### src/rtl/wps_pkg.sv
package wps_pkg;

  // what the pairing stage hands to the output word register in a cycle
  typedef enum logic [1:0] {
    EMIT_NONE = 2'd0,
    EMIT_FULL = 2'd1,
    EMIT_HALF = 2'd2
  } emit_e;

endpackage

### src/rtl/wps_rst_sync.sv
module wps_rst_sync #(
  parameter int STAGES = 2
) (
  input  logic clk,
  input  logic rst_n,
  output logic rst_n_sync
);

  logic [STAGES-1:0] chain_q;

  always_ff @(posedge clk or negedge rst_n) begin
    if (!rst_n) begin
      chain_q <= '0;
    end else begin
      chain_q <= {chain_q[STAGES-2:0], 1'b1};
    end
  end

  assign rst_n_sync = chain_q[STAGES-1];

endmodule

### src/rtl/wps_byte_counter.sv
module wps_byte_counter #(
  parameter int CNT_W = 12
) (
  input  logic             clk,
  input  logic             rst_n,
  input  logic             load,
  input  logic [CNT_W-1:0] load_cnt,
  input  logic             load_chained,
  input  logic             dec,
  output logic             rem_zero,
  output logic             rem_last,
  output logic             chained
);

  logic [CNT_W-1:0] rem_q, rem_d;
  logic             chain_q, chain_d;
  logic             cnt_en;

  always_comb begin
    rem_d   = rem_q;
    chain_d = chain_q;
    cnt_en  = load | dec;
    if (load) begin
      rem_d   = load_cnt;
      chain_d = load_chained;
    end else if (dec) begin
      rem_d   = rem_q - CNT_W'(1);
    end
  end

  always_ff @(posedge clk or negedge rst_n) begin
    if (!rst_n) begin
      rem_q   <= '0;
      chain_q <= 1'b0;
    end else if (cnt_en) begin
      rem_q   <= rem_d;
      chain_q <= chain_d;
    end
  end

  assign rem_zero = (rem_q == '0);
  assign rem_last = (rem_q == CNT_W'(1));
  assign chained  = chain_q;

  // every accepted byte takes exactly one off the remaining count
  AST_REM_STEP: assert property (@(posedge clk) disable iff (!rst_n)
    dec |=> (rem_q == CNT_W'($past(rem_q) - CNT_W'(1)))) else $error("AST_REM_STEP");

  // a new count is taken only from the idle state
  AST_LOAD_FROM_IDLE: assert property (@(posedge clk) disable iff (!rst_n)
    load |-> rem_zero) else $error("AST_LOAD_FROM_IDLE");

endmodule

### src/rtl/wps_pair_unit.sv
module wps_pair_unit
  import wps_pkg::*;
#(
  parameter int BYTE_W = 8
) (
  input  logic              clk,
  input  logic              rst_n,
  input  logic              fire,
  input  logic [BYTE_W-1:0] in_byte,
  input  logic              last_byte,
  input  logic              chained,
  input  logic              sw_clr,
  input  logic              pair_acc,
  output emit_e             emit,
  output logic [BYTE_W-1:0] word_hi,
  output logic [BYTE_W-1:0] word_lo,
  output logic              word_paired,
  output logic              pend
);

  logic [BYTE_W-1:0] hold_q;
  logic              have_q, have_d;
  logic              pend_q, pend_d;
  logic              hold_en;
  logic              set_pend;

  always_comb begin
    emit        = EMIT_NONE;
    word_hi     = '0;
    word_lo     = hold_q;
    word_paired = 1'b0;
    have_d      = have_q;
    hold_en     = 1'b0;
    set_pend    = 1'b0;
    if (fire) begin
      if (have_q) begin
        emit        = EMIT_FULL;
        word_hi     = in_byte;
        word_lo     = hold_q;
        word_paired = pend_q;
        have_d      = 1'b0;
      end else if (last_byte && chained) begin
        set_pend = 1'b1;
        have_d   = 1'b1;
        hold_en  = 1'b1;
      end else if (last_byte) begin
        emit    = EMIT_HALF;
        word_lo = in_byte;
      end else begin
        have_d  = 1'b1;
        hold_en = 1'b1;
      end
    end
    // software clear drops a parked byte, never a partner byte of the running move
    if (sw_clr && (set_pend || (pend_q && have_q))) begin
      have_d = 1'b0;
    end
  end

  always_comb begin
    if (sw_clr) begin
      pend_d = 1'b0;
    end else if (set_pend) begin
      pend_d = 1'b1;
    end else if (pair_acc) begin
      pend_d = 1'b0;
    end else begin
      pend_d = pend_q;
    end
  end

  always_ff @(posedge clk or negedge rst_n) begin
    if (!rst_n) begin
      have_q <= 1'b0;
      pend_q <= 1'b0;
    end else begin
      have_q <= have_d;
      pend_q <= pend_d;
    end
  end

  always_ff @(posedge clk or negedge rst_n) begin
    if (!rst_n) begin
      hold_q <= '0;
    end else if (hold_en) begin
      hold_q <= in_byte;
    end
  end

  assign pend = pend_q;

  AST_PEND_ONLY_CHAINED: assert property (@(posedge clk) disable iff (!rst_n)
    $rose(pend_q) |-> $past(fire && last_byte && chained)) else $error("AST_PEND_ONLY_CHAINED");

  AST_SW_CLEAR: assert property (@(posedge clk) disable iff (!rst_n)
    sw_clr |=> !pend_q) else $error("AST_SW_CLEAR");

  AST_PEND_KEEPS_BYTE: assert property (@(posedge clk) disable iff (!rst_n)
    (pend_q && !have_q) |-> $past(fire || pend_q)) else $error("AST_PEND_KEEPS_BYTE");

endmodule

### src/rtl/wps_word_reg.sv
module wps_word_reg #(
  parameter int BYTE_W = 8
) (
  input  logic                clk,
  input  logic                rst_n,
  input  logic                load,
  input  logic [BYTE_W-1:0]   hi,
  input  logic [BYTE_W-1:0]   lo,
  input  logic                half,
  input  logic                paired,
  input  logic                ready,
  output logic                can_load,
  output logic                pair_acc,
  output logic                valid,
  output logic [2*BYTE_W-1:0] data,
  output logic                data_half
);

  logic                valid_q, valid_d;
  logic [2*BYTE_W-1:0] data_q;
  logic                half_q;
  logic                paired_q;

  always_comb begin
    if (load) begin
      valid_d = 1'b1;
    end else if (valid_q && ready) begin
      valid_d = 1'b0;
    end else begin
      valid_d = valid_q;
    end
  end

  always_ff @(posedge clk or negedge rst_n) begin
    if (!rst_n) begin
      valid_q <= 1'b0;
    end else begin
      valid_q <= valid_d;
    end
  end

  always_ff @(posedge clk or negedge rst_n) begin
    if (!rst_n) begin
      data_q   <= '0;
      half_q   <= 1'b0;
      paired_q <= 1'b0;
    end else if (load) begin
      data_q   <= {hi, lo};
      half_q   <= half;
      paired_q <= paired;
    end
  end

  assign can_load  = !valid_q || ready;
  assign pair_acc  = valid_q && ready && paired_q;
  assign valid     = valid_q;
  assign data      = data_q;
  assign data_half = half_q;

  AST_OUT_HOLD: assert property (@(posedge clk) disable iff (!rst_n)
    (valid_q && !ready) |=> (valid_q && $stable(data_q) && $stable(half_q))) else $error("AST_OUT_HOLD");

  AST_NO_OVERWRITE: assert property (@(posedge clk) disable iff (!rst_n)
    load |-> (!valid_q || ready)) else $error("AST_NO_OVERWRITE");

  AST_HALF_UPPER_ZERO: assert property (@(posedge clk) disable iff (!rst_n)
    (valid_q && half_q) |-> (data_q[2*BYTE_W-1:BYTE_W] == '0)) else $error("AST_HALF_UPPER_ZERO");

endmodule

### src/rtl/wide_pair_send.sv
module wide_pair_send
  import wps_pkg::*;
#(
  parameter int BYTE_W      = 8,
  parameter int CNT_W       = 12,
  parameter int SYNC_STAGES = 2
) (
  input  logic                clk,
  input  logic                rst_n,
  input  logic                xfer_start,
  input  logic [CNT_W-1:0]    xfer_count,
  input  logic                xfer_chained,
  output logic                xfer_busy,
  input  logic [BYTE_W-1:0]   in_data,
  input  logic                in_valid,
  output logic                in_ready,
  output logic [2*BYTE_W-1:0] out_data,
  output logic                out_half,
  output logic                out_valid,
  input  logic                out_ready,
  output logic                pend_flag,
  input  logic                pend_clr
);

  logic              rst_n_i;
  logic              rem_zero, rem_last, chained;
  logic              cnt_load, fire;
  logic              can_load, pair_acc;
  emit_e             emit;
  logic [BYTE_W-1:0] word_hi, word_lo;
  logic              word_paired;

  wps_rst_sync #(.STAGES(SYNC_STAGES)) u_rst (
    .clk        (clk),
    .rst_n      (rst_n),
    .rst_n_sync (rst_n_i)
  );

  assign xfer_busy = !rem_zero || out_valid;
  assign cnt_load  = xfer_start && !xfer_busy && (xfer_count != '0);
  assign in_ready  = !rem_zero && can_load;
  assign fire      = in_valid && in_ready;

  wps_byte_counter #(.CNT_W(CNT_W)) u_cnt (
    .clk          (clk),
    .rst_n        (rst_n_i),
    .load         (cnt_load),
    .load_cnt     (xfer_count),
    .load_chained (xfer_chained),
    .dec          (fire),
    .rem_zero     (rem_zero),
    .rem_last     (rem_last),
    .chained      (chained)
  );

  wps_pair_unit #(.BYTE_W(BYTE_W)) u_pair (
    .clk         (clk),
    .rst_n       (rst_n_i),
    .fire        (fire),
    .in_byte     (in_data),
    .last_byte   (rem_last),
    .chained     (chained),
    .sw_clr      (pend_clr),
    .pair_acc    (pair_acc),
    .emit        (emit),
    .word_hi     (word_hi),
    .word_lo     (word_lo),
    .word_paired (word_paired),
    .pend        (pend_flag)
  );

  wps_word_reg #(.BYTE_W(BYTE_W)) u_word (
    .clk       (clk),
    .rst_n     (rst_n_i),
    .load      (emit != EMIT_NONE),
    .hi        (word_hi),
    .lo        (word_lo),
    .half      (emit == EMIT_HALF),
    .paired    (word_paired),
    .ready     (out_ready),
    .can_load  (can_load),
    .pair_acc  (pair_acc),
    .valid     (out_valid),
    .data      (out_data),
    .data_half (out_half)
  );

  AST_IDLE_NOT_READY: assert property (@(posedge clk) disable iff (!rst_n_i)
    !xfer_busy |-> !in_ready) else $error("AST_IDLE_NOT_READY");

  AST_PEND_DROPS_ON_PAIR: assert property (@(posedge clk) disable iff (!rst_n_i)
    (pair_acc && !pend_clr && !(fire && rem_last && chained)) |=> !pend_flag) else $error("AST_PEND_DROPS_ON_PAIR");

endmodule

### config.mk
export PLATFORM = sky130hd
export DESIGN_NAME = wide_pair_send
export DESIGN_NICKNAME = d
export VERILOG_FILES = /design/src/rtl/wps_pkg.sv /design/src/rtl/wps_rst_sync.sv /design/src/rtl/wps_byte_counter.sv /design/src/rtl/wps_pair_unit.sv /design/src/rtl/wps_word_reg.sv /design/src/rtl/wide_pair_send.sv
export SDC_FILE = /design/constraint.sdc
export NUM_CORES = 1
export LEC_CHECK = 0
export CAP_MARGIN = 10
export CELL_PAD_IN_SITES_DETAIL_PLACEMENT = 0
export CELL_PAD_IN_SITES_GLOBAL_PLACEMENT = 2
export CORE_AREA = 2 2 82 84
export DETAILED_ROUTE_END_ITERATION = 7
export DIE_AREA = 0 0 84 86
export PLACE_DENSITY = 0.93
export SLEW_MARGIN = 20
export SYNTH_ARGS = -nofsm -noshare
export SYNTH_HDL_FRONTEND = slang
export SYNTH_SLANG_ARGS = --single-unit
### constraint.sdc
create_clock -name clk -period 4.2 [get_ports clk]
set_clock_uncertainty 0.2 [all_clocks]
set_input_delay 0.63 -clock clk [delete_from_list [all_inputs] [get_ports clk]]
set_output_delay 0.63 -clock clk [all_outputs]
set_load 0.005 [all_outputs]
==> reports/results.tsv, run 1 <==
metric	value	unit
io_pins	48	
multi_input_area	950.9	um2
num_rows	29	
filler_cell_count	608	
leakagePower	1.141	nW
rsz0062_at_grt	false	
clock_sink_count	44	
finalCritPeriodShare	70.72	%
ys_types	44	
min_path_type	flip-flop to asynchronous set/reset pin	
drtIter0Drc	111	
dpl.cell_count	312	
slew_headroom	43.40	%
grt_usage	15.50	%
nets	272	
ys_async_sr_fraction	100.0	%
drcViolationCount	0	
core_area	6277	um2
synth_nets	223	
yosys_warnings	0	
critPathArrivalTime	2.14	ns
dpl_cell_area	2645	um2
dieArea	7224	um2
cts_tree	built	
critical_path_class	flip-flop to output port	
r2r-end	u_pair.hold_q[2]	
tns	0	ns
grt_overflow	0	
critPathMaxFanout	5	
fin_crit	2.970	ns
grt_antenna_before_repair	0	
final_common_cell	clkdlybuf4s50_1	
crit_chain	nor3_1, nand4_2, and2_1, clkdlybuf4s50_1	
ant_nets	0	
drt-total-wl	5399	um
chipHeight	86	um
synth_cells	193	
fin_cells	320	
routed_via_density	5.525	
finalSetupViolations	0	
outcome	finished, final reports clean	
use_met2	25.75	%
start_kind	flip-flop	
htreeDepth	2	
stdcell_area	2760	um2
vias	1768	
startpoint	u_cnt.rem_q[5]	
p_per_area	690.5	nW/um2
synth_flop_cell	dfrtp_1	
r2r_cells	5	
worst_pin_slew	0.8459	ns
die_x	84	um
cts.hold.buffers_added	0	
numCtsBuffers	5	
hpwl	3764	um
fmax	0.3367	GHz
post_route_cells_drive_above_1_share	12.35	%
port-buffer-count	47	
post-cts-setup-buffer-count	0	
final_cell_mix	clkdlybuf4s50_1 (47), dfrtp_1 (44), o22ai_1 (16)	
grt_busiest_layer	met2	
reg2reg_from	u_cnt.rem_q[5]	
required	3.37	ns
worst_path_max_delay_cell	nor3_1	
dr.pass1.iters	4	
clk_pin_slew	0.09	ns
grt_use_met1	20.74	%
end_kind	output port	
grt_pass1_vias	1792	
wl_per_cell	16.87	um
area_growth	31.31	%
cts_max_path_buffers	2	
drv_cap	0	
grt_max_degree	43	
synth_seq_area_share	52.38	%
maxSlewViolCount	0	
cts_root_buf	clkbuf_8	
ys_ff_latch	44	
start_util	33.49	%
synth_area	2102	um2
ff_latch_area	1101	um2
r2r_slack	1.58	ns
post_cts_resized	0	
use_met3	3.176	%
synth-edff-count	0	
clock_latency	0.30	ns
ir_drop	0.3662	mV
syn_area_per_cell	10.89	um2
gp_congestion	0.7926	
n_antenna_cell	0	
hold_violations	0	
max_stage_delay	0.52	ns
grt_pass1_wl	8894	um
-- Yosys cell counts (4+ instances only) --
master / instances / area share (%)
nor2_1: 10 / 1.8
mux2_2: 8 / 4.3
a221o_1: 4 / 1.9
buf_2: 4 / 0.95
nor4_1: 6 / 1.8
a21oi_1: 15 / 3.6
a22o_1: 9 / 3.8
nor3_1: 6 / 1.4
o22ai_1: 16 / 4.8
dfrtp_1: 44 / 52
nand3_1: 5 / 1.2
o21ai_0: 7 / 1.7
nand2_1: 15 / 2.7
-- critical path: cells and delay by family (launching register included) --
family | cells | cell delay, ns
flops | 1 | 0.44
buf+inv | 1 | 0.43
simple gates | 3 | 0.98
-- cells by family (layout without fill, tap and decap cells) --
logic type / count (synthesis) / in the layout / synth area share [%]
flip-flops: 44 / 44 / 52.38
adder cells (fa/ha/maj): 3 / 3 / 1.786
XOR/XNOR: 2 / 2 / 0.8335
AO/OA/AOI/OAI: 60 / 60 / 19.70
buffers and inverters: 10 / 60 / 2.381
AND/OR/NAND/NOR: 64 / 64 / 17.92
multiplexers: 9 / 9 / 4.822
other: 1 / 1 / 0.1784
-- report_power, final --
part	internal [mW]	leakage, nW	switching [mW]	total [mW]
Sequential	0.607	0.550	0.169	0.776
Clock	0.179	0.0548	0.156	0.335
Combinational	0.423	0.536	0.372	0.795
-- flip-flops by register name, indices dropped and copies added (netlist names) --
signal            count
u_cnt.chained         1
u_word.data_half      1
u_rst.chain_q         2
u_word.data          16
u_pair.hold_q         8
u_pair.pend           1
u_cnt.rem_q          12
u_word.valid          1
u_word.paired_q       1
u_pair.have_q         1
-- through the flow --
step                hold slack (ns)  utilization, %  total power [mW]  setup slack (ns)
CTS                          0.1496           43.97             1.921             1.245
global placement             0.1315           42.14             1.558             1.297
finish                       0.1203           43.97             1.906             1.230
floorplan                    0.1312               -             1.245             2.062
global route                 0.1753           43.97             2.045             1.141
detailed placement           0.1414           42.14             1.576             1.261
-- layer usage --
layer | part of all wire (%) | vias to the layer above
met3 | 3.8 | 4
li1 | - | 830
met1 | 46 | 891
met4 | 0.59 | 0
met2 | 49 | 43
met5 | 0 | -
-- worst max-delay path by stage --
stage / endpoint / slack (ns) / depth (start not counted)
2_1_floorplan: u_cnt.rem_q[6] / 2.06 / 9
3_3_place_gp: u_pair.hold_q[6] / 1.30 / 5
3_5_place_dp: u_pair.hold_q[6] / 1.26 / 5
4_1_cts: in_ready / 1.24 / 4
5_1_grt: in_ready / 1.14 / 4
6_report: in_ready / 1.23 / 4
-- area by class of cell --
type,instances,area share (%)
clock buffers,5,2.493
clock inverters,3,1.677
multi-input cells,139,34.45
repair buffers,49,17.59
flip-flops and latches,44,39.89
inverters,3,0.4080
well taps,77,3.490
Power figures use the tool's default switching activity.
==> run 2, diff against run 1 <==
- CORE_AREA: 2 2 82 84 -> 2 2 90 92
- DIE_AREA: 0 0 84 86 -> 0 0 92 94
- PLACE_DENSITY: 0.93 -> 0.83
- clock period: 4.2 -> 2.45 ns (I/O delays scaled with it)
==> reports/results.tsv, run 2 (same netlist as run 1, synthesis figures left out) <==
metric	value	unit
routed_via_density	5.008	
cts_root_buf	clkbuf_8	
io_pins	48	
grt_pass1_wl	9811	um
filler_cell_count	782	
finalCritPeriodShare	93.95	%
drv_cap	0	
area_growth	38.87	%
dr.pass1.iters	4	
fin_cells	364	
sequentialPowerShare	39.7	%
r2r_cells	8	
tns	0	ns
htreeDepth	2	
n_antenna_cell	0	
grt_antenna_before_repair	0	
netSwitchingPower	1.228	mW
start_kind	flip-flop	
dieArea	8648	um2
post_route_cells_drive_above_1_share	20.23	%
cts.hold.buffers_added	0	
p_per_area	1142	nW/um2
hpwl	4164	um
gp_congestion	0.7923	
stdcell_area	2919	um2
numCtsBuffers	5	
hold_violations	0	
maxSlewViolCount	0	
outcome	finished, final reports clean	
worst_pin_slew	0.8362	ns
ff_latch_area	1102	um2
r2r_slack	0.18	ns
chipHeight	94	um
required	1.88	ns
clock_latency	0.29	ns
switching_share	36.82	%
critPathMaxFanout	3	
clk_pin_slew	0.09	ns
p_int	2.106	mW
fmax	0.4344	GHz
cts_max_path_buffers	2	
pwr-share-comb	46.7	%
end_kind	output port	
start_util	27.63	%
dpl.cell_count	352	
cts_tree	built	
grt_usage	14.32	%
drcViolationCount	0	
fin_crit	2.302	ns
grt_overflow	0	
multi_input_area	963.4	um2
nets	291	
largest_register_ffs	16	
drtIter0Drc	82	
pwr-share-clk	13.5	%
r2r-end	u_word.data[1]	
grt_pass1_vias	1903	
final_common_cell	clkdlybuf4s50_1	
critPathArrivalTime	1.73	ns
min_path_type	input port to asynchronous set/reset pin	
die_x	92	um
final_cell_mix	clkdlybuf4s50_1 (45), dfrtp_1 (43), buf_4 (20)	
dpl_cell_area	2790	um2
leakagePower	1.223	nW
wl_per_cell	16.23	um
grt_max_degree	29	
core_area	7607	um2
ir_drop	0.6075	mV
num_rows	32	
port-buffer-count	47	
critical_path_class	flip-flop to output port	
drt-total-wl	5909	um
hold_slack	0.01953	ns
ant_nets	0	
finalSetupViolations	0	
slew_headroom	44.05	%
clock_sink_count	44	
reg2reg_from	u_cnt.rem_q[10]	
vias	1823	
[run 2: power by group through the flow]
stage	registers [mW]	clock network (mW)	logic (mW)
5_1_grt	1.38	0.489	1.72
4_1_cts	1.33	0.465	1.56
2_1_floorplan	1.28	0	0.858
6_report	1.32	0.452	1.56
3_5_place_dp	1.33	0	1.49
3_3_place_gp	1.33	0	1.47
[run 2: per-layer routing]
metal | track usage (%) | vias up | wire [um]
li1 | - | 863 | -
met1 | 19.88 | 894 | 2798
met2 | 22.98 | 61 | 2732
met3 | 3.210 | 5 | 339
met4 | 3.109 | 0 | 38
met5 | 0 | - | 0
[run 2: timing repair]
item | 4_1_cts | 5_1_grt
buffers inserted | 4 | 0
endpoints found under the setup margin | 2 | 14
cloned | 0 | 0
gates resized for setup | 3 | 4
pin swaps | 3 | 1
[run 2: how the worst max path moves through the flow]
stage	start	endpoint	slack, ns
final	u_cnt.rem_q[10]	xfer_busy	0.15
after CTS	u_cnt.rem_q[9]	u_cnt.rem_q[5]	0.06
after global placement	out_ready	u_pair.hold_q[6]	0.07
after floorplan	u_cnt.rem_q[0]	u_cnt.rem_q[6]	0.31
after global routing	u_cnt.rem_q[10]	u_word.data[1]	-0.01
after detailed placement	out_ready	u_pair.hold_q[6]	0.04
[run 2: final cells by class]
type / count / share of cell area [%]
multi-input combinational: 139 / 33.00
clock inverter: 2 / 0.4286
clock buffer: 6 / 2.486
inverter: 3 / 0.3858
tap: 102 / 4.372
timing repair buffer: 68 / 21.56
sequential: 44 / 37.76
[run 2: critical path: stages, from the launching register on]
cell           delay (ns)
dfrtp_1              0.43
nor4_4               0.36
buf_4                0.19
buf_4                0.11
nand4b_1             0.08
dlygate4sd2_1        0.27
[run 2: through the flow]
stage / power (mW) / worst slack, ns / utilization, %
floorplan: 2.135 / 0.3115 / -
global placement: 2.804 / 0.07042 / 36.68
detailed placement: 2.827 / 0.03891 / 36.68
CTS: 3.349 / 0.06231 / 38.19
global route: 3.584 / -0.01177 / 38.37
finish: 3.333 / 0.1482 / 38.37
==> run 3, diff against run 2 <==
- ABC_CLOCK_PERIOD_IN_PS: unset -> 2450
- CTS_BUF_LIST: unset -> sky130_fd_sc_hd__clkbuf_4 sky130_fd_sc_hd__clkbuf_8 sky130_fd_sc_hd__clkbuf_16
- CTS_CLUSTER_DIAMETER: unset -> 60
==> reports/results.tsv, run 3 (same netlist as run 1, synthesis figures left out) <==
metric	value	unit
vias	1813	
hpwl	4164	um
finalSetupViolations	0	
r2r_slack	0.18	ns
routed_via_density	4.981	
gp_congestion	0.7923	
required	1.88	ns
tns	0	ns
clock_latency	0.29	ns
numCtsBuffers	5	
grt_overflow	0	
hold_violations	0	
drtIter0Drc	111	
nets	291	
reg2reg_from	u_cnt.rem_q[10]	
r2r_cells	7	
final_common_cell	clkdlybuf4s50_1	
die_x	92	um
port-buffer-count	47	
critical_path_class	flip-flop to output port	
area_growth	39.05	%
startpoint	u_cnt.rem_q[10]	
clk_pin_slew	0.09	ns
grt_antenna_before_repair	0	
dieArea	8648	um2
worst_pin_slew	0.8423	ns
fmax	0.4344	GHz
num_rows	32	
clock_sink_count	44	
leakagePower	1.227	nW
finalCritPeriodShare	93.95	%
cts.hold.buffers_added	0	
io_pins	48	
largest_register_ffs	16	
ir_drop	0.6073	mV
grt_max_degree	29	
worst_path_max_delay_cell	dfrtp_1	
chipHeight	94	um
drt-total-wl	5909	um
r2r-end	u_word.data[11]	
start_kind	flip-flop	
start_util	27.63	%
wl_per_cell	16.23	um
critPathArrivalTime	1.73	ns
grt_usage	14.34	%
fin_ws	0.1482	ns
critPathMaxFanout	3	
cts_root_buf	clkbuf_8	
cp_common_cell	buf_4	
final_cell_mix	clkdlybuf4s50_1 (45), dfrtp_1 (43), buf_4 (20)	
ant_nets	0	
drv_cap	0	
slew_headroom	43.64	%
grt_pass1_vias	1904	
drcViolationCount	0	
post_route_cells_drive_above_1_share	20.61	%
min_path_type	input port to asynchronous set/reset pin	
end_kind	output port	
dr.pass1.iters	4	
maxSlewViolCount	0	
htreeDepth	2	
p_total	3.345	mW
fin_crit	2.302	ns
post-place-ws	0.03891	ns
fin_util	38.42	%
cts_tree	built	
max_stage_delay	0.43	ns
crit_chain	nor4_4, buf_4, buf_4, nand4b_1, dlygate4sd2_1	
p_per_area	1145	nW/um2
grt_pass1_wl	9818	um
n_antenna_cell	0	
cts_max_path_buffers	2	
hold_slack	0.01980	ns
endpoint	xfer_busy	
outcome	finished, final reports clean	
core_area	7607	um2
## run 3: cell counts in the layout (fill, tap and decap cells not counted)
Identical to the previous run, type by type.
## run 3: layout make-up
cell class                 instances  area [um2]
clock buffer                       6       76.32
clock inverter                     2       12.51
fill                             783        4684
inverter                           3       11.26
multi-input combinational        139       963.4
sequential                        44        1102
tap                              102       127.6
timing repair buffer              68       629.4
## run 3: worst max-delay path, delay by kind of cell, from the launching register on
kind | cells | cell delay [ns]
buffers and inverters | 3 | 0.57
AND/OR/NAND/NOR | 2 | 0.44
flip-flops | 1 | 0.43
## run 3: power by group
| group | internal (mW) | leakage (nW) | switching, mW |
|---|---|---|---|
| combinational | 0.865 | 0.633 | 0.693 |
| clock | 0.211 | 0.0446 | 0.252 |
| sequential | 1.04 | 0.549 | 0.283 |
| total | 2.12 | 1.23 | 1.23 |
## run 3: per-stage QoR
| step | cells | instance area, um2 |
|---|---|---|
| 2_1_floorplan | 193 | 2102 |
| 3_3_place_gp | 352 | 2790 |
| 3_5_place_dp | 352 | 2790 |
| 4_1_cts | 364 | 2909 |
| 5_1_grt | 364 | 2923 |
| 6_report | 364 | 2923 |
## run 3: worst min path at each step
stage	slack [ns]	endpoint
6_report	0.02	u_rst.chain_q[0]
5_1_grt	0.009	u_rst.chain_q[0]
4_1_cts	0.02	u_rst.chain_q[0]
3_5_place_dp	0.10	u_word.data[12]
3_3_place_gp	0.1	u_word.data[12]
2_1_floorplan	-0.13	u_rst.chain_q[0]
## run 3: repair_timing
action	4_1_cts	5_1_grt
pin swaps	3	1
resized for setup	3	4
setup buffers	4	0
endpoints found under the setup margin	2	14
## run 3: routing by layer
layer,global-route usage (%),wire [um],up-vias
met5,0,0,-
met4,3.109,38,0
met3,3.210,296,5
met2,23.04,2706,54
met1,19.88,2868,893
li1,-,-,861
